==> src/rtl/syn_engine.sv <==
// Module: bit-serial polynomial divider producing the block syndrome.
// Captures the block on an accepted go, then divides one bit per clock,
// most significant bit first; go is ignored while busy.
module syn_engine #(
    parameter int               BLK_W = 26,
    parameter int               SYN_W = 10,
    parameter logic [SYN_W-1:0] POLY  = 10'h1B9
) (
    input  logic             clk,
    input  logic             rst_n,
    input  logic             go,
    input  logic [BLK_W-1:0] blk_in,
    output logic             busy,
    output logic             done,
    output logic [SYN_W-1:0] rem_next,
    output logic [SYN_W-1:0] syn_q
);
    localparam int CNT_W = $clog2(BLK_W + 1);

    logic [BLK_W-1:0] work;
    logic [SYN_W-1:0] rem;
    logic [CNT_W-1:0] cnt;

    // One division step: shift in the next bit, reduce when x^SYN_W appears.
    always_comb begin
        rem_next = {rem[SYN_W-2:0], work[BLK_W-1]};
        if (rem[SYN_W-1]) begin
            rem_next = rem_next ^ POLY;
        end
    end

    // Completion marker: the last division step happens on this edge.
    assign done = busy && (cnt == CNT_W'(1));

    // Calculation sequencer: load, step, finish.
    always_ff @(posedge clk) begin
        if (!rst_n) begin
            busy  <= 1'b0;
            cnt   <= '0;
            work  <= '0;
            rem   <= '0;
            syn_q <= '0;
        end else if (go && !busy) begin
            busy <= 1'b1;
            cnt  <= CNT_W'(BLK_W);
            work <= blk_in;
            rem  <= '0;
        end else if (busy) begin
            work <= {work[BLK_W-2:0], 1'b0};
            rem  <= rem_next;
            cnt  <= cnt - CNT_W'(1);
            if (done) begin
                busy  <= 1'b0;
                syn_q <= rem_next;
            end
        end
    end
endmodule

==> config.mk <==
export PLATFORM = sky130hd
export DESIGN_NAME = syn_engine
export DESIGN_NICKNAME = d
export VERILOG_FILES = /design/src/rtl/syn_engine.sv
export SDC_FILE = /design/constraint.sdc
export NUM_CORES = 1
export LEC_CHECK = 0
export BUFFER_PORTS_ARGS = -buffer_cell sky130_fd_sc_hd__buf_2
export CORE_MARGIN = 4
export CORE_UTILIZATION = 40
export DETAILED_ROUTE_END_ITERATION = 6
export PLACE_DENSITY = 0.69
export SKIP_LAST_GASP = 1
export SYNTH_ARGS = -nofsm -noshare
export SYNTH_HDL_FRONTEND = slang
export SYNTH_SLANG_ARGS = --single-unit
==> constraint.sdc <==
create_clock -name clk -period 4 [get_ports clk]
set_clock_uncertainty 0.05 [all_clocks]
set_input_delay 0.2 -clock clk [delete_from_list [all_inputs] [get_ports clk]]
set_output_delay 0.2 -clock clk [all_outputs]
set_load 0.005 [all_outputs]
# ---- Yosys cells after proc, flatten, opt, wreduce, memory -nomap -nowiden
# Cells that the tools add are included.
dict set report totals {
  regBits 52
  output_inout_bits 22
  word_cells 25
}
dict set report op_classes {
  n_reduce_logical 6
  bitwise 3
  addsub 1
  n_eq_ne 1
  muxes 8
}
# operator n
set ops {}
lappend ops {{26-bit 2-to-1 mux} 2}
lappend ops {{5-bit 2-to-1 mux} 2}
lappend ops {{9-bit 2-to-1 mux} 1}
lappend ops {{6-bit NOT} 1}
lappend ops {{5-bit by 1-bit == test with 1-bit output, second input constant} 1}
lappend ops {{5-bit by 1-bit subtractor with 5-bit output, second input constant} 1}
lappend ops {{1-bit 2-to-1 mux} 3}
lappend ops {{3-bit AND reduction} 1}
lappend ops {{1-bit logical AND} 2}
lappend ops {{1-bit NOT} 2}
lappend ops {{2-bit nonzero test} 1}
lappend ops {{2-bit OR reduction} 1}
lappend ops {{1-bit logical NOT} 1}

# ---- Logic depth before layout (Yosys ltp)
# Gate-level depths: netlist of run 1.
dict set report logic_depth {
  word_depth 5
  mapped_depth 6
  depth_no_buf 5
}

# ---- Worst setup path after synthesis of run 1
# No wires, ideal clock.
dict set report synth_path {
  path_type {flip-flop to flip-flop}
  from {reg cnt[0]}
  to {reg cnt[4]}
  stages_incl_launch_ff 6
  n_path_buf 0
  path_slack_ps 2645
  t_required_ps 3834
  setup_ps 116
  arrival_time_ps 1189
  synth_period_minus_slack_ps 1355
  cell_sequence {dfxtp_1 > inv_1 > ha_1 > or3b_1 > or2_0 > o211a_1}
}
dict set report synth_between {
  elab_chain_len 3
}
# element line
set synth_rtl {}
lappend synth_rtl {{start: declaration} 22} ;# logic [CNT_W-1:0] cnt;
lappend synth_rtl {{start signal: assignment} 45} ;# cnt <= CNT_W'(BLK_W);
lappend synth_rtl {{start signal: assignment} 51} ;# cnt <= cnt - CNT_W'(1);
lappend synth_rtl {{5-bit by 1-bit subtractor with 5-bit output} 51}
lappend synth_rtl {{5-bit 2-to-1 mux} 48} ;# end else if (busy) begin
lappend synth_rtl {{5-bit 2-to-1 mux} 43} ;# end else if (go && !busy) begin
# No other way between the ends. The select of a mux whose other input is x is not followed.
# A chain may end at the register's enable or synchronous reset.

# ---- Worst setup path in the final report of run 1
dict set report layout_path {
  from {reg cnt[1]}
  to {out done}
}
dict set report layout_between {
  elab_chain_len 2
}
# element line
set layout_rtl {}
lappend layout_rtl {{5-bit by 1-bit == test with 1-bit output} 33} ;# assign done = busy && (cnt == CNT_W'(1));
lappend layout_rtl {{1-bit logical AND} 33}
lappend layout_rtl {{end: declaration} 14} ;# output logic done,
# No other way between the ends.

==> impl_results.md, run 1 <==
- Outcome: finished, final reports clean
- Placed cell count: 359
- Skew-Pair Late Insertion Delay: about 0.29 ns
- Mux share of post-synthesis cell area: between 10% and 20%
- Setup Buffers After CTS: 0
- Worst-path maximum fanout: 12
- Post-synthesis sequential area ratio: about 44%
- Max-slew violation count: 0
- Vias in the first global route: 1667
- Worst-margin pin slew: 0.9467 ns
- CTS root buf: clkbuf_8
- Hold buffer count at cts: 0
- Post-detail-place hpwl: between 2000 and 3000 um
- Combinational family with the most area after synthesis: multiplexers
- Final setup viols: 0
- Io pins: 51
- Crit path time final: between 2 and 2.5 ns
- Post-Synth Adder-Cell Area: under 10%
- Internal power: a little over 700 uW
- Critical Path Start: cnt[1]
- Syn avg cell area: just over 9 um2
- Synth Area in Simple Gates: a little under a fifth
- Worst r2r src: cnt[1]
- Worst min-delay path category: input port to flop
- Footprint of the multi-input gates: 0.001184 mm2
- Post-Synth XOR/XNOR Area: under 10%
- CP Capture Type: output pin
- Largest net degree at the start of global routing: between 70 and 80
- Die height: ~85 um
- CP cell instances: inv_1 > ha_1 > nand2_2 > nor4_4 > buf_2
- Tcrit/Tclk final: between 50% and 60%
- WL final: 4426 um
- Rows: 27
- FF+latch count, synth: 52
- Vias post-DR: approximately 1700
- Port bufs: 50
- R2R setup slack: about 2.2 ns
- First-pass GRT wire length: roughly 7500 um
- Setup crit start kind: flop
- Synthesized cell area: around 0.0024 mm2
- Worst EP arrival: between 1.5 and 2 ns
- Total track usage: 12.53%
- Synth Instances: 260
- # resized after CTS: 0
- Top Layer Used: met4
- H-tree depth: 2
- Chip Width: about 85 um
- Final hold violation count: 0
- Fraction of power spent switching nets: 24.41%
- Met3 Routed Length: approximately 300 um
- First-pass DRT Iterations: 4
- Sw Pwr: between 200 and 250 uW
- Wire length on met2: just under 2000 um
- Vias/cell: between 4 and 5
- Clock power frac: between 20 and 30%
- Starting Density: a little over two fifths
- Initial antenna violation count: 0
- VDD IR max: around 0.19 mV
- Power, Total: 944.0 uW
- TNS Setup: 0 ns
- Crit path capture: done
- Cells on worst reg2reg path: 5
- Reg clk slew, reported paths: 0.08 ns
- R2r endpoint: syn_q[8]
- Layout Cells excl Fill: about 370
- Drt initial violations: between 60 and 70
- Power Density: ~350 mW/mm2
- Worst-case clock buffer depth: 2
- Routed WL per cell: between 10 and 15 um
- Sequential share of power: 58.8%
- WS Path Type: flop to output pin
- Crit-path slowest cell: nor4_4
- Final net count: around 330
- Share of layout cells above drive strength 1: around 21%
- CTS sink count: 52
- Register Area: 0.001042 mm2
- CORE AREA: around 0.0056 mm2
- Full die area: 0.007244 mm2
- Synth unique cells: 25
- Static Leak: around 0.0012 uW
- Syn nets: 291
- Max_cap viols: 0
- Req. time, crit path: around 3.8 ns
- DRC: 0
- Gate power share: 12.0%
- Wl on met1: 2151 um
- Cts bufs inserted: 5
- CP max stage delay: a little over 0.7 ns
- Antenna diodes: 0
- Grt ovf: 0
- TritonCTS clock tree: done
- Synth warnings: 0
- Area growth from synthesis to layout: 11.94%
- ANT nets after route: 0
- Peak Freq: about 460 MHz
- Compound-gate portion of the synthesized area: between 7 and 8%
- Layout fillers: ~570
- RSZ-0062 raised after global routing: no
- Slew Limit Headroom: approximately 36%
- GPL Wtd Cong: roughly 0.73
## Yosys cell counts, drive strengths merged
cell type / count / area (um2)
o211a: 1 / 10.01
nor4: 1 / 21.27
o31ai: 1 / 7.510
nor3b: 2 / 15.01
buf: 15 / 108.9
and2: 25 / 156.4
o311a: 1 / 10.01
nand2: 49 / 186.4
dfxtp: 52 / 1041
a21oi: 2 / 10.01
inv: 3 / 11.26
xnor2: 2 / 17.52
xor2: 7 / 61.31
nor2: 13 / 48.80
nor3: 1 / 5.000
or2: 1 / 6.260
o21ai: 26 / 133.9
ha: 2 / 25.02
clkbuf: 9 / 33.78
or3b: 1 / 8.760
mux2i: 46 / 460.4
## cells in the final DEF, fill, tap and decap left out, types with 2 or more instances in the layout
cell type   n
nor2_1     13
inv_1       3
xnor2_1     2
clkbuf_8    5
o21ai_0    25
nand2_1    48
and2_1     25
dfxtp_1    51
buf_2      50
nor3b_1     2
a21oi_1     2
mux2i_1    46
xor2_1      7
ha_1        2
## per-stage QoR
stage	hold WS [ns]	worst slack [ns]	util, %	cell area (um2)
after floorplan	0.2943	2.645	-	2379
after global placement	0.3905	2.157	45.82	2585
after detailed placement	0.3980	2.123	45.82	2585
after CTS	0.1595	1.777	47.19	2663
after global routing	0.1646	1.652	47.19	2663
final	0.1709	1.838	47.19	2663
## critical path: cells and delay by family, from the launching register on
family        cells  cell delay [ns]
simple gates      2             0.78
fa+ha+maj         1             0.17
flops             1             0.34
buf+inv           2             0.34
## metal layers
metal,track usage [%],vias to the layer above
li1,-,912
met1,15.40,783
met2,20.41,44
met3,4.078,8
met4,4.604,0
met5,0,-
## how the worst min path moves through the flow
stage	to	cells after the start	slack, ns	startpoint
final	work[0]	3	0.17	blk_in[0]
after detailed placement	syn_q[9]	2	0.40	syn_q[9]
after floorplan	cnt[2]	2	0.29	rst_n
after global placement	syn_q[1]	2	0.39	syn_q[1]
after CTS	work[0]	3	0.16	blk_in[0]
after global routing	work[0]	3	0.16	blk_in[0]
## cell families after synthesis
logic type / Yosys count
simple gates: 93
flops: 52
mux: 46
compound gates: 31
buf+inv: 27
xor+xnor: 9
fa+ha+maj: 2
## layout make-up
class,count,share of cell area [%]
Inverter,3,0.4229
Multi-Input combinational cell,181,44.46
Sequential cell,52,39.14
Timing Repair Buffer,51,9.680
Clock inverter,1,0.1880
Clock buffer,6,2.726
Tap cell,72,3.383
## power groups by stage
stage	logic, uW	registers, uW	clock network, uW
3_3_place_gp	112	567	0
6_report	113	556	275
2_1_floorplan	91.0	564	0
5_1_grt	129	558	308
3_5_place_dp	115	568	0
4_1_cts	115	556	288
## sequential cells by signal, summed over array words and instances, names as in the netlist
signal and count:
syn_q 10, work 26, busy 1, rem 10
cnt 5
No activity file was read; power rests on OpenSTA's default activity.
==> run 2: changes to the inputs <==
--- a/config.mk
+++ b/config.mk
@@ -5,11 +5,12 @@
 export SDC_FILE = /design/constraint.sdc
 export NUM_CORES = 1
 export LEC_CHECK = 0
+export ABC_AREA = 1
 export BUFFER_PORTS_ARGS = -buffer_cell sky130_fd_sc_hd__buf_2
 export CORE_MARGIN = 4
 export CORE_UTILIZATION = 40
 export DETAILED_ROUTE_END_ITERATION = 6
-export PLACE_DENSITY = 0.69
+export PLACE_DENSITY = 0.71
 export SKIP_LAST_GASP = 1
 export SYNTH_ARGS = -nofsm -noshare
 export SYNTH_HDL_FRONTEND = slang
==> constraint.sdc (replaced) <==
create_clock -name clk -period 1.85 [get_ports clk]
set_clock_uncertainty 0.05 [all_clocks]
set_input_delay 0.0925 -clock clk [delete_from_list [all_inputs] [get_ports clk]]
set_output_delay 0.0925 -clock clk [all_outputs]
set_load 0.005 [all_outputs]
==> impl_results.md, run 2 <==
- Worst-path maximum fanout: 8 (was 12)
- Routing usage on met1: 18.06% (was 15.40%)
- Crit path time final: ~1.6 ns
- Max_cap viols: 0 (unchanged)
- Final setup viols: 0 (unchanged)
- VDD IR max: 0.3731 mV (was 0.1883 mV)
- Most frequent cells in the layout: nand2_1 (139), dfxtp_1 (52), buf_2 (50) (was dfxtp_1 (51), buf_2 (50), nand2_1 (48))
- Synth warnings: 0 (unchanged)
- Tcrit/Tclk final: ~87%
- Max-slew violation count: 0 (unchanged)
- Vias post-DR: 2109 (was 1747)
- Vias in the first global route: 1901 (was 1667)
- Critical Path Start: cnt[2] (was cnt[1])
- Slew Limit Headroom: 70.77% (was 36.41%)
- GR Layer Usage met3: 4.318% (was 4.078%)
- H-tree depth: 2 (unchanged)
- Biggest regs: work: 26 flops, rem: 10 flops, syn_q: 10 flops (unchanged)
- Total track usage: 14.21% (was 12.53%)
- Synth Instances: 354 (was 260)
- Skew-Pair Late Insertion Delay: 0.30 ns (was 0.29 ns)
- Worst EP arrival: 1.46 ns (was 1.91 ns)
- Chip Width: 84.44 um (was 85.11 um)
- Final hold violation count: 0 (unchanged)
- Hold buffer count at cts: 1 (was 0)
- Antenna diodes: 0 (unchanged)
- Setup Buffers After CTS: 0 (unchanged)
- Routed WL per cell: 10.22 um (was 12.09 um)
- Setup crit start kind: flop (unchanged)
- Worst-case clock buffer depth: 2 (unchanged)
- Cts bufs inserted: 5 (unchanged)
- Post-synthesis sequential area ratio: 44.54% (was 43.77%)
- Syn avg cell area: 6.602 um2 (was 9.148 um2)
- CTS root buf: clkbuf_8 (unchanged)
- Number of flip-flops in the largest register: 26 (unchanged)
- Post-synth ARST share: 0% (unchanged)
- # resized after CTS: 0 (unchanged)
- Io pins: 51 (unchanged)
- Drt initial violations: 50 (was 68)
- CTS sink count: 52 (unchanged)
- First-pass GRT wire length: 8459 um (was 7486 um)
- R2r endpoint: rem[8] (was syn_q[8])
- Top cell type by total area after synthesis: dfxtp_1 (unchanged)
- Largest net degree at the start of global routing: 29 (was 73)
- Rows: 27 (unchanged)
- Outcome: finished, final reports clean (unchanged)
- Placed cell count: 461 (was 359)
- Footprint of the multi-input gates: 0.001023 mm2 (was 0.001184 mm2)
- Grt ovf: 0 (unchanged)
- TNS Setup: 0 ns (unchanged)
- Synthesized cell area: 0.002337 mm2 (was 0.002379 mm2)
- RSZ-0062 raised after global routing: no (unchanged)
- FF+latch count, synth: 52 (unchanged)
- Top-count cell post-synth: nand2_1 (was dfxtp_1)
- Most frequent cells after synthesis: nand2_1 (139), dfxtp_1 (52), inv_1 (43) (was dfxtp_1 (52), nand2_1 (48), mux2i_1 (46))
- R2R setup slack: 0.28 ns (was 2.24 ns)
- Layout Cells excl Fill: 470 (was 366)
- Synth area leaders: dfxtp_1 (45%), nand2_1 (22%), inv_1 (6.9%), nor2_1 (6.1%), nand3_1 (5.6%) (was dfxtp_1 (44%), mux2i_1 (19%), nand2_1 (7.6%), and2_1 (6.6%), o21ai_0 (5.3%))
- Starting Density: 41.93% (was 42.16%)
- Initial antenna violation count: 0 (unchanged)
- WL final: 4805 um (was 4426 um)
- Reg clk slew, reported paths: 0.09 ns (was 0.08 ns)
- Met2 Use GR: 23.46% (was 20.41%)
- Largest Register: work (unchanged)
- DRC: 0 (unchanged)
- Full die area: 0.007130 mm2 (was 0.007244 mm2)
- Worst r2r src: busy (was cnt[1])
- Commonest non-fill, non-tap cell in the layout: nand2_1 (was dfxtp_1)
- Synth Flop Type: dfxtp_1 (unchanged)
- Worst-margin pin slew: 0.4378 ns (was 0.9467 ns)
- CORE AREA: 0.005574 mm2 (was 0.005642 mm2)
- Synth unique cells: 20 (was 25)
- Power Density: 853.6 mW/mm2 (was 354.5 mW/mm2)
- Post-synth EDFFs: 0 (unchanged)
- Layout fillers: 586 (was 574)
- Post-synth top area share: 44.54% (was 43.77%)
- TritonCTS clock tree: done (unchanged)
- Register Area: 0.001041 mm2 (was 0.001042 mm2)
- Static Leak: 0.001544 uW (was 0.001187 uW)
- Cells on worst reg2reg path: 6 (was 5)
- Final net count: 428 (was 325)
- Worst min-delay path category: input port to flop (unchanged)
- Post-detail-place hpwl: 3404 um (was 2890 um)
- Die height: 84.44 um (was 85.11 um)
- Port bufs: 50 (unchanged)
- CP Capture Type: output pin (unchanged)
- GPL Wtd Cong: 0.7736 (was 0.7268)
- WS Path Type: flop to output pin (unchanged)
- Syn nets: 385 (was 291)
- Peak Freq: 622.5 MHz
- Area growth from synthesis to layout: 17.40% (was 11.94%)
- Busiest grt layer: met2 (unchanged)
- First-pass DRT Iterations: 4 (unchanged)
- Share of layout cells above drive strength 1: 17.84% (was 20.75%)
- Req. time, crit path: 1.71 ns (was 3.75 ns)
- ANT nets after route: 0 (unchanged)
- Vias/cell: 4.487 (was 4.773)
- Crit path capture: done (unchanged)
## run 2: logic make-up (layout without fill, tap and decap cells)
| logic type | after synthesis | in the layout | share of synthesized area, % |
|---|---|---|---|
| AOI/OAI and AO/OA | 14 | 14 | 2.998 |
| xor gates and xnor gates | 6 | 6 | 2.248 |
| adders and majority gates | 2 | 2 | 1.070 |
| buffers and inverters | 65 | 109 | 11.67 |
| DFF | 52 | 52 | 44.54 |
| and+or+nand+nor | 215 | 215 | 37.47 |
## run 2: how the worst min path moves through the flow
| stage | startpoint | endpoint | cells after the start |
|---|---|---|---|
| final | blk_in[4] | work[4] | 5 |
| after CTS | blk_in[23] | work[23] | 5 |
| after global routing | blk_in[2] | work[2] | 5 |
| after floorplan | blk_in[0] | work[0] | 2 |
| after detailed placement | blk_in[0] | work[0] | 3 |
| after global placement | blk_in[0] | work[0] | 3 |
## run 2: area by class of cell
class | instances | area share (%)
flip-flops and latches | 52 | 37.94
multi-input cells | 237 | 37.30
repair buffers | 55 | 10.58
inverters | 46 | 6.293
clock buffers | 7 | 3.511
well taps | 72 | 3.283
clock inverters | 1 | 1.094
## run 2: per-stage QoR
step           hold WS (ns)  cell area, um2  worst slack [ns]  utilization [%]  total power, uW
2_1_floorplan        0.1841            2337            0.6220                -             1442
3_3_place_gp         0.3042            2608            0.3469            46.78             1524
3_5_place_dp         0.3096            2608            0.2876            46.78             1530
4_1_cts            0.007353            2744            0.2204            49.23             2385
5_1_grt             0.01504            2744           0.05220            49.23             2481
6_report            0.01933            2744            0.2436            49.23             2342
## run 2: power by group
| part | switching, uW | internal, uW | total (uW) | leakage, uW |
|---|---|---|---|---|
| clock | 361 | 477 | 839 | 0.0000645 |
| sequential | 37.9 | 1180 | 1220 | 0.000425 |
| combinational | 177 | 111 | 288 | 0.00105 |
| total | 576 | 1770 | 2340 | 0.00154 |
## run 2: per-layer routing
metal	share of wire [%]	wire (um)	vias to the layer above
met4	1.2	58	0
met5	0	0	-
met2	45	2172	40
met1	48	2293	920
li1	-	-	1142
met3	5.8	280	7
## run 2: worst max-delay path, cell delays in order, from the launching register on
cell	delay, ns
dfxtp_1	0.34
nor2_2	0.29
nand2_1	0.11
nor2_2	0.25
buf_2	0.17
